[config.mk]
export PLATFORM = sky130hd
export DESIGN_NAME = jtag_enum_master
export DESIGN_NICKNAME = d
export VERILOG_FILES = /design/src/rtl/jem_pkg.sv /design/src/rtl/jem_tck_gen.sv /design/src/rtl/jem_id_cap.sv /design/src/rtl/jem_seq.sv /design/src/rtl/jtag_enum_master.sv
export SDC_FILE = /design/constraint.sdc
export NUM_CORES = 1
export LEC_CHECK = 0
export ABC_AREA = 1
export BUFFER_PORTS_ARGS = -buffer_cell sky130_fd_sc_hd__buf_2
export CORE_UTILIZATION = 40
export DETAILED_ROUTE_END_ITERATION = 6
export PLACE_DENSITY_LB_ADDON = 0.3
export SKIP_CTS_REPAIR_TIMING = 1
export SYNTH_ARGS = -nofsm -noshare
export SYNTH_HDL_FRONTEND = slang
export SYNTH_HIERARCHICAL = 1
export SYNTH_SLANG_ARGS = --single-unit
[constraint.sdc]
create_clock -name clk -period 3.95 [get_ports clk]
set_input_delay 0.1975 -clock clk [delete_from_list [all_inputs] [get_ports clk]]
set_output_delay 0.1975 -clock clk [all_outputs]
set_load 0.02 [all_outputs]
[src/rtl/jem_pkg.sv]
package jem_pkg;

  typedef enum logic [3:0] {
    PH_IDLE,
    PH_RST1,
    PH_TO_SIR,
    PH_SIR,
    PH_TO_SDR1,
    PH_FLUSH,
    PH_MEAS,
    PH_RST2,
    PH_TO_SDR2,
    PH_IDSH,
    PH_EXIT,
    PH_STOP
  } phase_t;

  // Mode-select walks, bit k is the value for walk cycle k.
  // Test-Logic-Reset -> Idle -> Sel-DR -> Sel-IR -> Capture-IR -> Shift-IR
  localparam logic [7:0] WALK_TO_SIR  = 8'b0000_0110;
  // Exit1-IR -> Update-IR -> Sel-DR -> Capture-DR -> Shift-DR
  localparam logic [7:0] WALK_IR_TO_DR = 8'b0000_0011;
  // Test-Logic-Reset -> Idle -> Sel-DR -> Capture-DR -> Shift-DR
  localparam logic [7:0] WALK_RST_TO_DR = 8'b0000_0010;
  // Shift-DR -> Exit1-DR -> Update-DR -> Idle
  localparam logic [7:0] WALK_PARK    = 8'b0000_0011;

  localparam int unsigned RESET_HOLD = 5;

endpackage

[src/rtl/jem_tck_gen.sv]
module jem_tck_gen #(
  parameter int DIV_W = 8
) (
  input  logic             clk,
  input  logic             rst,
  input  logic             run,
  input  logic [DIV_W-1:0] div,
  output logic             tck,
  output logic             rise_en,
  output logic             fall_en
);

  logic [DIV_W-1:0] cnt;
  logic             wrap;

  assign wrap    = run && (cnt == div);
  assign rise_en = wrap && !tck;
  assign fall_en = wrap && tck;

  always_ff @(posedge clk) begin
    if (rst || !run) begin
      cnt <= '0;
      tck <= 1'b0;
    end else if (wrap) begin
      cnt <= '0;
      tck <= ~tck;
    end else begin
      cnt <= cnt + 1'b1;
    end
  end

endmodule

[src/rtl/jem_id_cap.sv]
module jem_id_cap #(
  parameter int ID_W = 32
) (
  input  logic            clk,
  input  logic            rst,
  input  logic            cap_en,
  input  logic            tdo,
  output logic [ID_W-1:0] id_word,
  output logic            id_valid
);

  localparam int BW = (ID_W > 1) ? $clog2(ID_W) : 1;

  logic [ID_W-1:0] sh;
  logic [BW-1:0]   bcnt;
  logic [ID_W-1:0] sh_next;

  assign sh_next = {tdo, sh[ID_W-1:1]};

  always_ff @(posedge clk) begin
    if (rst) begin
      sh       <= '0;
      bcnt     <= '0;
      id_word  <= '0;
      id_valid <= 1'b0;
    end else begin
      id_valid <= 1'b0;
      if (cap_en) begin
        sh <= sh_next;
        if (bcnt == BW'(ID_W - 1)) begin
          bcnt     <= '0;
          id_word  <= sh_next;
          id_valid <= 1'b1;
        end else begin
          bcnt <= bcnt + 1'b1;
        end
      end
    end
  end


  id_pulse_chk: assert property (@(posedge clk) disable iff (rst)
    id_valid |=> !id_valid);

endmodule

[src/rtl/jem_seq.sv]
module jem_seq
  import jem_pkg::*;
#(
  parameter int IR_MAX  = 32,
  parameter int MAX_DEV = 8,
  parameter int ID_W    = 32,
  parameter int DEV_W   = 4
) (
  input  logic             clk,
  input  logic             rst,
  input  logic             start,
  input  logic             rise_en,
  input  logic             fall_en,
  input  logic             tdo,
  output logic             run,
  output logic             tms,
  output logic             tdi,
  output logic             cap_en,
  output logic [DEV_W-1:0] dev_count,
  output logic             err,
  output logic             done
);

  localparam int SPAN  = ((ID_W * MAX_DEV > IR_MAX) ? ID_W * MAX_DEV : IR_MAX) + 1;
  localparam int CNT_W = $clog2(SPAN + 1);
  typedef logic [CNT_W-1:0] cnt_t;

  localparam cnt_t C_RST_LAST  = cnt_t'(RESET_HOLD - 1);
  localparam cnt_t C_WALK5     = cnt_t'(4);
  localparam cnt_t C_WALK4     = cnt_t'(3);
  localparam cnt_t C_PARK_LAST = cnt_t'(2);
  localparam cnt_t C_IR_LAST   = cnt_t'(IR_MAX - 1);
  localparam cnt_t C_FL_LAST   = cnt_t'(MAX_DEV - 1);
  localparam cnt_t C_MEAS_MAX  = cnt_t'(MAX_DEV);

  phase_t     ph, ph_n;
  cnt_t       cnt, cnt_n;
  cnt_t       id_last;
  logic       nxt_tms, nxt_tdi;
  logic [DEV_W-1:0] dev_q;

  assign id_last   = cnt_t'(dev_q) * cnt_t'(ID_W) - cnt_t'(1);
  assign dev_count = dev_q;
  assign cap_en    = rise_en && (ph == PH_IDSH);

  function automatic logic tms_of(phase_t p, cnt_t c);
    case (p)
      PH_RST1, PH_RST2: tms_of = 1'b1;
      PH_TO_SIR:        tms_of = WALK_TO_SIR[c[2:0]];
      PH_SIR:           tms_of = (c == C_IR_LAST);
      PH_TO_SDR1:       tms_of = WALK_IR_TO_DR[c[2:0]];
      PH_TO_SDR2:       tms_of = WALK_RST_TO_DR[c[2:0]];
      PH_EXIT:          tms_of = WALK_PARK[c[2:0]];
      default:          tms_of = 1'b0;
    endcase
  endfunction

  function automatic logic tdi_of(phase_t p, cnt_t c);
    case (p)
      PH_SIR:  tdi_of = 1'b1;
      PH_MEAS: tdi_of = (c == '0);
      default: tdi_of = 1'b0;
    endcase
  endfunction

  // Phase walk, evaluated for the scan cycle that ends at this rising edge.
  always_comb begin
    ph_n  = ph;
    cnt_n = cnt + 1'b1;
    case (ph)
      PH_RST1:    if (cnt == C_RST_LAST) begin ph_n = PH_TO_SIR;  cnt_n = '0; end
      PH_TO_SIR:  if (cnt == C_WALK5)    begin ph_n = PH_SIR;     cnt_n = '0; end
      PH_SIR:     if (cnt == C_IR_LAST)  begin ph_n = PH_TO_SDR1; cnt_n = '0; end
      PH_TO_SDR1: if (cnt == C_WALK4)    begin ph_n = PH_FLUSH;   cnt_n = '0; end
      PH_FLUSH:   if (cnt == C_FL_LAST)  begin ph_n = PH_MEAS;    cnt_n = '0; end
      PH_MEAS: begin
        if (tdo) begin
          ph_n  = (cnt == '0) ? PH_EXIT : PH_RST2;
          cnt_n = '0;
        end else if (cnt == C_MEAS_MAX) begin
          ph_n  = PH_EXIT;
          cnt_n = '0;
        end
      end
      PH_RST2:    if (cnt == C_RST_LAST)  begin ph_n = PH_TO_SDR2; cnt_n = '0; end
      PH_TO_SDR2: if (cnt == C_WALK4)     begin ph_n = PH_IDSH;    cnt_n = '0; end
      PH_IDSH:    if (cnt == id_last)     begin ph_n = PH_EXIT;    cnt_n = '0; end
      PH_EXIT:    if (cnt == C_PARK_LAST) begin ph_n = PH_STOP;    cnt_n = '0; end
      default: ;
    endcase
  end

  always_ff @(posedge clk) begin
    if (rst) begin
      ph      <= PH_IDLE;
      cnt     <= '0;
      run     <= 1'b0;
      tms     <= 1'b1;
      tdi     <= 1'b0;
      nxt_tms <= 1'b1;
      nxt_tdi <= 1'b0;
      dev_q   <= '0;
      err     <= 1'b0;
      done    <= 1'b0;
    end else begin
      done <= 1'b0;
      if (ph == PH_IDLE) begin
        if (start) begin
          ph    <= PH_RST1;
          cnt   <= '0;
          run   <= 1'b1;
          tms   <= 1'b1;
          tdi   <= 1'b0;
          dev_q <= '0;
          err   <= 1'b0;
        end
      end else if (ph == PH_STOP) begin
        if (fall_en) begin
          tms  <= nxt_tms;
          tdi  <= nxt_tdi;
          run  <= 1'b0;
          done <= 1'b1;
          ph   <= PH_IDLE;
        end
      end else begin
        if (rise_en) begin
          ph      <= ph_n;
          cnt     <= cnt_n;
          nxt_tms <= tms_of(ph_n, cnt_n);
          nxt_tdi <= tdi_of(ph_n, cnt_n);
          if (ph == PH_MEAS) begin
            if (tdo)                     dev_q <= cnt[DEV_W-1:0];
            else if (cnt == C_MEAS_MAX)  err   <= 1'b1;
          end
        end
        if (fall_en) begin
          tms <= nxt_tms;
          tdi <= nxt_tdi;
        end
      end
    end
  end


  err_zero_chk: assert property (@(posedge clk) disable iff (rst)
    (done && err) |-> (dev_count == '0));


  count_range_chk: assert property (@(posedge clk) disable iff (rst)
    done |-> (int'(dev_count) <= MAX_DEV));


  done_pulse_chk: assert property (@(posedge clk) disable iff (rst)
    done |=> !done);

endmodule

[src/rtl/jtag_enum_master.sv]
module jtag_enum_master #(
  parameter int DIV_W   = 8,
  parameter int IR_MAX  = 32,
  parameter int MAX_DEV = 8,
  parameter int ID_W    = 32
) (
  input  logic                           clk,
  input  logic                           rst,
  input  logic                           start,
  input  logic [DIV_W-1:0]               div,
  input  logic                           tdo,
  output logic                           tck,
  output logic                           tms,
  output logic                           tdi,
  output logic [$clog2(MAX_DEV+1)-1:0]   dev_count,
  output logic [ID_W-1:0]                id_word,
  output logic                           id_valid,
  output logic                           err,
  output logic                           done
);

  localparam int DEV_W = $clog2(MAX_DEV + 1);

  logic run, rise_en, fall_en, cap_en;

  jem_tck_gen #(.DIV_W(DIV_W)) u_tck (
    .clk     (clk),
    .rst     (rst),
    .run     (run),
    .div     (div),
    .tck     (tck),
    .rise_en (rise_en),
    .fall_en (fall_en)
  );

  jem_seq #(
    .IR_MAX  (IR_MAX),
    .MAX_DEV (MAX_DEV),
    .ID_W    (ID_W),
    .DEV_W   (DEV_W)
  ) u_seq (
    .clk       (clk),
    .rst       (rst),
    .start     (start),
    .rise_en   (rise_en),
    .fall_en   (fall_en),
    .tdo       (tdo),
    .run       (run),
    .tms       (tms),
    .tdi       (tdi),
    .cap_en    (cap_en),
    .dev_count (dev_count),
    .err       (err),
    .done      (done)
  );

  jem_id_cap #(.ID_W(ID_W)) u_cap (
    .clk      (clk),
    .rst      (rst),
    .cap_en   (cap_en),
    .tdo      (tdo),
    .id_word  (id_word),
    .id_valid (id_valid)
  );


  tms_on_fall_chk: assert property (@(posedge clk) disable iff (rst)
    (run && $past(run) && !$stable(tms)) |-> ($past(tck) && !tck));


  tdi_on_fall_chk: assert property (@(posedge clk) disable iff (rst)
    (run && $past(run) && !$stable(tdi)) |-> ($past(tck) && !tck));


  done_tck_low_chk: assert property (@(posedge clk) disable iff (rst)
    done |-> !tck);

endmodule

==> impl_metrics.tcl <==
set metrics [dict create \
    r2r_slack_ns 1.20 \
    root_buffer "clkbuf_16" \
    clk_latency_ns 0.34 \
    irDropWorstVdd_mv 0.215 \
    hold_violations 0 \
    cp-start-kind "flop" \
    use_met3 0.0311 \
    portBuffers 53 \
    fin_setup_tns_ns 0 \
    p_sw_frac 0.324 \
    p_sw_mw 0.839 \
    power_frac_comb 0.226 \
    num-nets-final 828 \
    die_x_um 115 \
    outcome "finished clean" \
    p_int_mw 1.75 \
    first_iter_violations 271 \
    nFillCells 1334 \
    via_count 4648 \
    grt_setup_unrepaired "false" \
    cts_made_buffers 9 \
    power_leakage_nw 2.70 \
    dieArea_mm2 0.0133 \
    multi_input_area_mm2 0.00264 \
    hold_slack_ns 0.196 \
    place_congestion 0.895 \
    global_route.usage.met1 0.234 \
    syn-num-nets 792 \
    die_y_um 115 \
    post-dp-hpwl_um 7990 \
    synth_cell_types 38 \
    cts_sinks 102 \
    reg2reg_depth 22 \
    cts_max_level 3 \
    fmax_mhz 363 \
    ys_ff_latch 102 \
    skew_ns 0.00521 \
    finalSetupViolCount 0 \
    place_ws_ns 1.21 \
    grt_usage 0.175 \
    worst_slack_ns 1.20 \
    worstHoldPathType "input port to flop" \
    critPathLaunch "u_seq/dev_count[0]" \
    finalNonFillerCells 982 \
    path_class "flop to flop" \
    ant_nets 0 \
    hp-start "start" \
    drv_cap 0 \
    fin_area_mm2 0.00575 \
    rr_startpoint "u_seq/dev_count[0]" \
    routed_wl_um 11300 \
    drv_slew 0 \
    grt_pass1_vias 4021 \
    powerDensity_mw_per_mm2 450 \
    dpl.cell_count 966 \
    areaGrowthSynthToFinish_pct 12.1 \
    clk_pin_slew_ns 0.07 \
    cts_tree "yes" \
    power.share.clock 0.359 \
    synth_cells 769 \
    antenna_found_initial 0 \
    initial_utilization 0.408 \
    yosysWarnings 6 \
    worstPathMaxFanout 13 \
    power_mw 2.59 \
    pin_count 54 \
    worst_ep_required_time_ns 4.19 \
    fin_util 0.458 \
    place_area_mm2 0.00544 \
    drive_above_1_share 0.140 \
    use_met2 0.274 \
    min_period_ns 2.75 \
    grt_overflow 0 \
    grt_busiest_layer "met2" \
    seqCellArea_mm2 0.00204 \
    endpoint "u_seq/nxt_tms" \
    worstSetupEndpointType "flop" \
    num_rows 41 \
    grt_max_degree 55 \
    clockBufferDepth 2 \
    p_seq_frac 0.415 \
    tightest_slew_ns 0.756 \
    grt_pass1_wl_um 18600 \
    n_antenna_cell 0 \
    slew_headroom 0.495 \
    routed_via_density 4.73 \
    ys_seq_area_frac 0.398 \
    worstPathArrival_ns 2.99 \
    first_pass_iters 5 \
    drc 0 \
    netlist_area_mm2 0.00513 \
    wl_per_cell_um 11.5 \
    core_area_mm2 0.0126 \
    r2r-end "u_seq/nxt_tms" \
    fin_crit_sh 0.697 \
    syn_avg_cell_area_um2 6.67 \
]
## worst min-delay path by stage
stage | endpoint | slack, ns | depth (start not counted)
3_5_place_dp | u_cap/id_word[3] | 0.43 | 2
2_1_floorplan | u_cap/sh[18] | 0.27 | 1
5_1_grt | u_seq/run | 0.19 | 3
3_3_place_gp | u_cap/id_word[11] | 0.43 | 2
4_1_cts | u_seq/run | 0.18 | 3
6_report | u_seq/run | 0.20 | 3
## Yosys cell counts
library cell / count / area share
a21boi_0: 1 / 0.0015
a21oi_1: 40 / 0.039
a21oi_2: 2 / 0.0034
a31oi_1: 2 / 0.0024
and2_1: 1 / 0.0012
buf_2: 10 / 0.0098
buf_4: 10 / 0.015
buf_6: 4 / 0.0088
clkbuf_1: 5 / 0.0037
clkbuf_2: 1 / 0.00097
clkinv_4: 1 / 0.0017
dfxtp_1: 102 / 0.40
ha_1: 11 / 0.027
inv_1: 58 / 0.042
inv_2: 8 / 0.0059
inv_4: 1 / 0.0012
nand2_1: 207 / 0.15
nand2_2: 11 / 0.013
nand2_4: 3 / 0.0066
nand3_1: 57 / 0.056
nand3_2: 3 / 0.0059
nand4_1: 4 / 0.0049
nor2_1: 149 / 0.11
nor2_2: 6 / 0.0073
nor2_4: 2 / 0.0044
nor3_1: 3 / 0.0029
nor3_2: 2 / 0.0039
nor3_4: 1 / 0.0032
nor3b_1: 1 / 0.0015
o21ai_0: 46 / 0.045
o21ai_1: 4 / 0.0039
o31ai_1: 2 / 0.0029
or2_0: 1 / 0.0012
or2_1: 1 / 0.0012
or2_2: 1 / 0.0012
or3_1: 1 / 0.0012
xnor2_1: 1 / 0.0017
xor2_1: 6 / 0.010
## power by group through the flow
stage               clock (mW)  combinational (mW)  sequential, mW
finish                   0.929               0.585            1.08
floorplan                    0               0.490            1.08
CTS                      0.955               0.581            1.08
global route             0.990               0.666            1.08
global placement             0               0.587            1.10
detailed placement           0               0.579            1.10
## critical path, cell delays in order, from the launching register on
cell      delay, ns
dfxtp_1        0.41
inv_1          0.08
ha_1           0.31
inv_1          0.06
nand2_1        0.05
nand2_1        0.06
nand2_1        0.06
nor2_1         0.14
nand3_1        0.10
nand2_1        0.11
nand3_2        0.23
nand2_1        0.21
inv_1          0.07
ha_1           0.19
a21boi_0       0.12
nand3_1        0.10
nor2_1         0.05
nand3_1        0.07
nand2_1        0.05
inv_1          0.05
nand2_1        0.04
nand2_1        0.05
nand2_1        0.05
## layout make-up
type | count | area share
Sequential cell | 102 | 0.355
Clock buffer | 10 | 0.0415
Inverter | 68 | 0.0457
Tap cell | 172 | 0.0374
Clock inverter | 6 | 0.0133
Multi-Input combinational cell | 569 | 0.458
Timing Repair Buffer | 55 | 0.0487
## sequential cells by signal, indices dropped and copies added, names as in the netlist, 4 cells and up
register         cells
u_cap/sh            31
u_tck/cnt            8
u_seq/ph             4
u_seq/dev_count      4
u_cap/bcnt           5
u_seq/cnt            9
u_cap/id_word       32
## cells in the final DEF (no fill, tap or decap), types with 2 or more instances in the layout
cell,n
nand2_1,207
nor2_1,149
dfxtp_1,102
inv_1,58
nand3_1,57
buf_2,53
o21ai_0,46
a21oi_1,40
nand2_2,11
ha_1,11
clkbuf_16,9
inv_2,8
nor2_2,6
xor2_1,6
o21ai_1,4
nand4_1,4
nand2_4,3
nand3_2,3
nor3_2,3
inv_8,2
clkinvlp_4,2
nor3_1,2
buf_4,2
nor2_4,2
a21oi_2,2
o31ai_1,2
a31oi_1,2
## routing by layer
layer | wire length, um | vias to the layer above | part of all wire
met5 | 0 | - | 0
met4 | 243 | 0 | 0.021
met3 | 472 | 18 | 0.042
met2 | 4880 | 87 | 0.43
met1 | 5720 | 2050 | 0.51
li1 | - | 2493 | -
## cells by family (layout without fill, tap and decap cells)
| logic type | count (synthesis) | after routing | share of synthesized area |
|---|---|---|---|
| simple gates | 454 | 454 | 0.376 |
| flops | 102 | 102 | 0.398 |
| buf+inv | 98 | 139 | 0.0890 |
| compound gates | 97 | 97 | 0.0980 |
| fa+ha+maj | 11 | 11 | 0.0268 |
| xor+xnor | 7 | 7 | 0.0120 |
No activity file was read; power rests on OpenSTA's default activity.
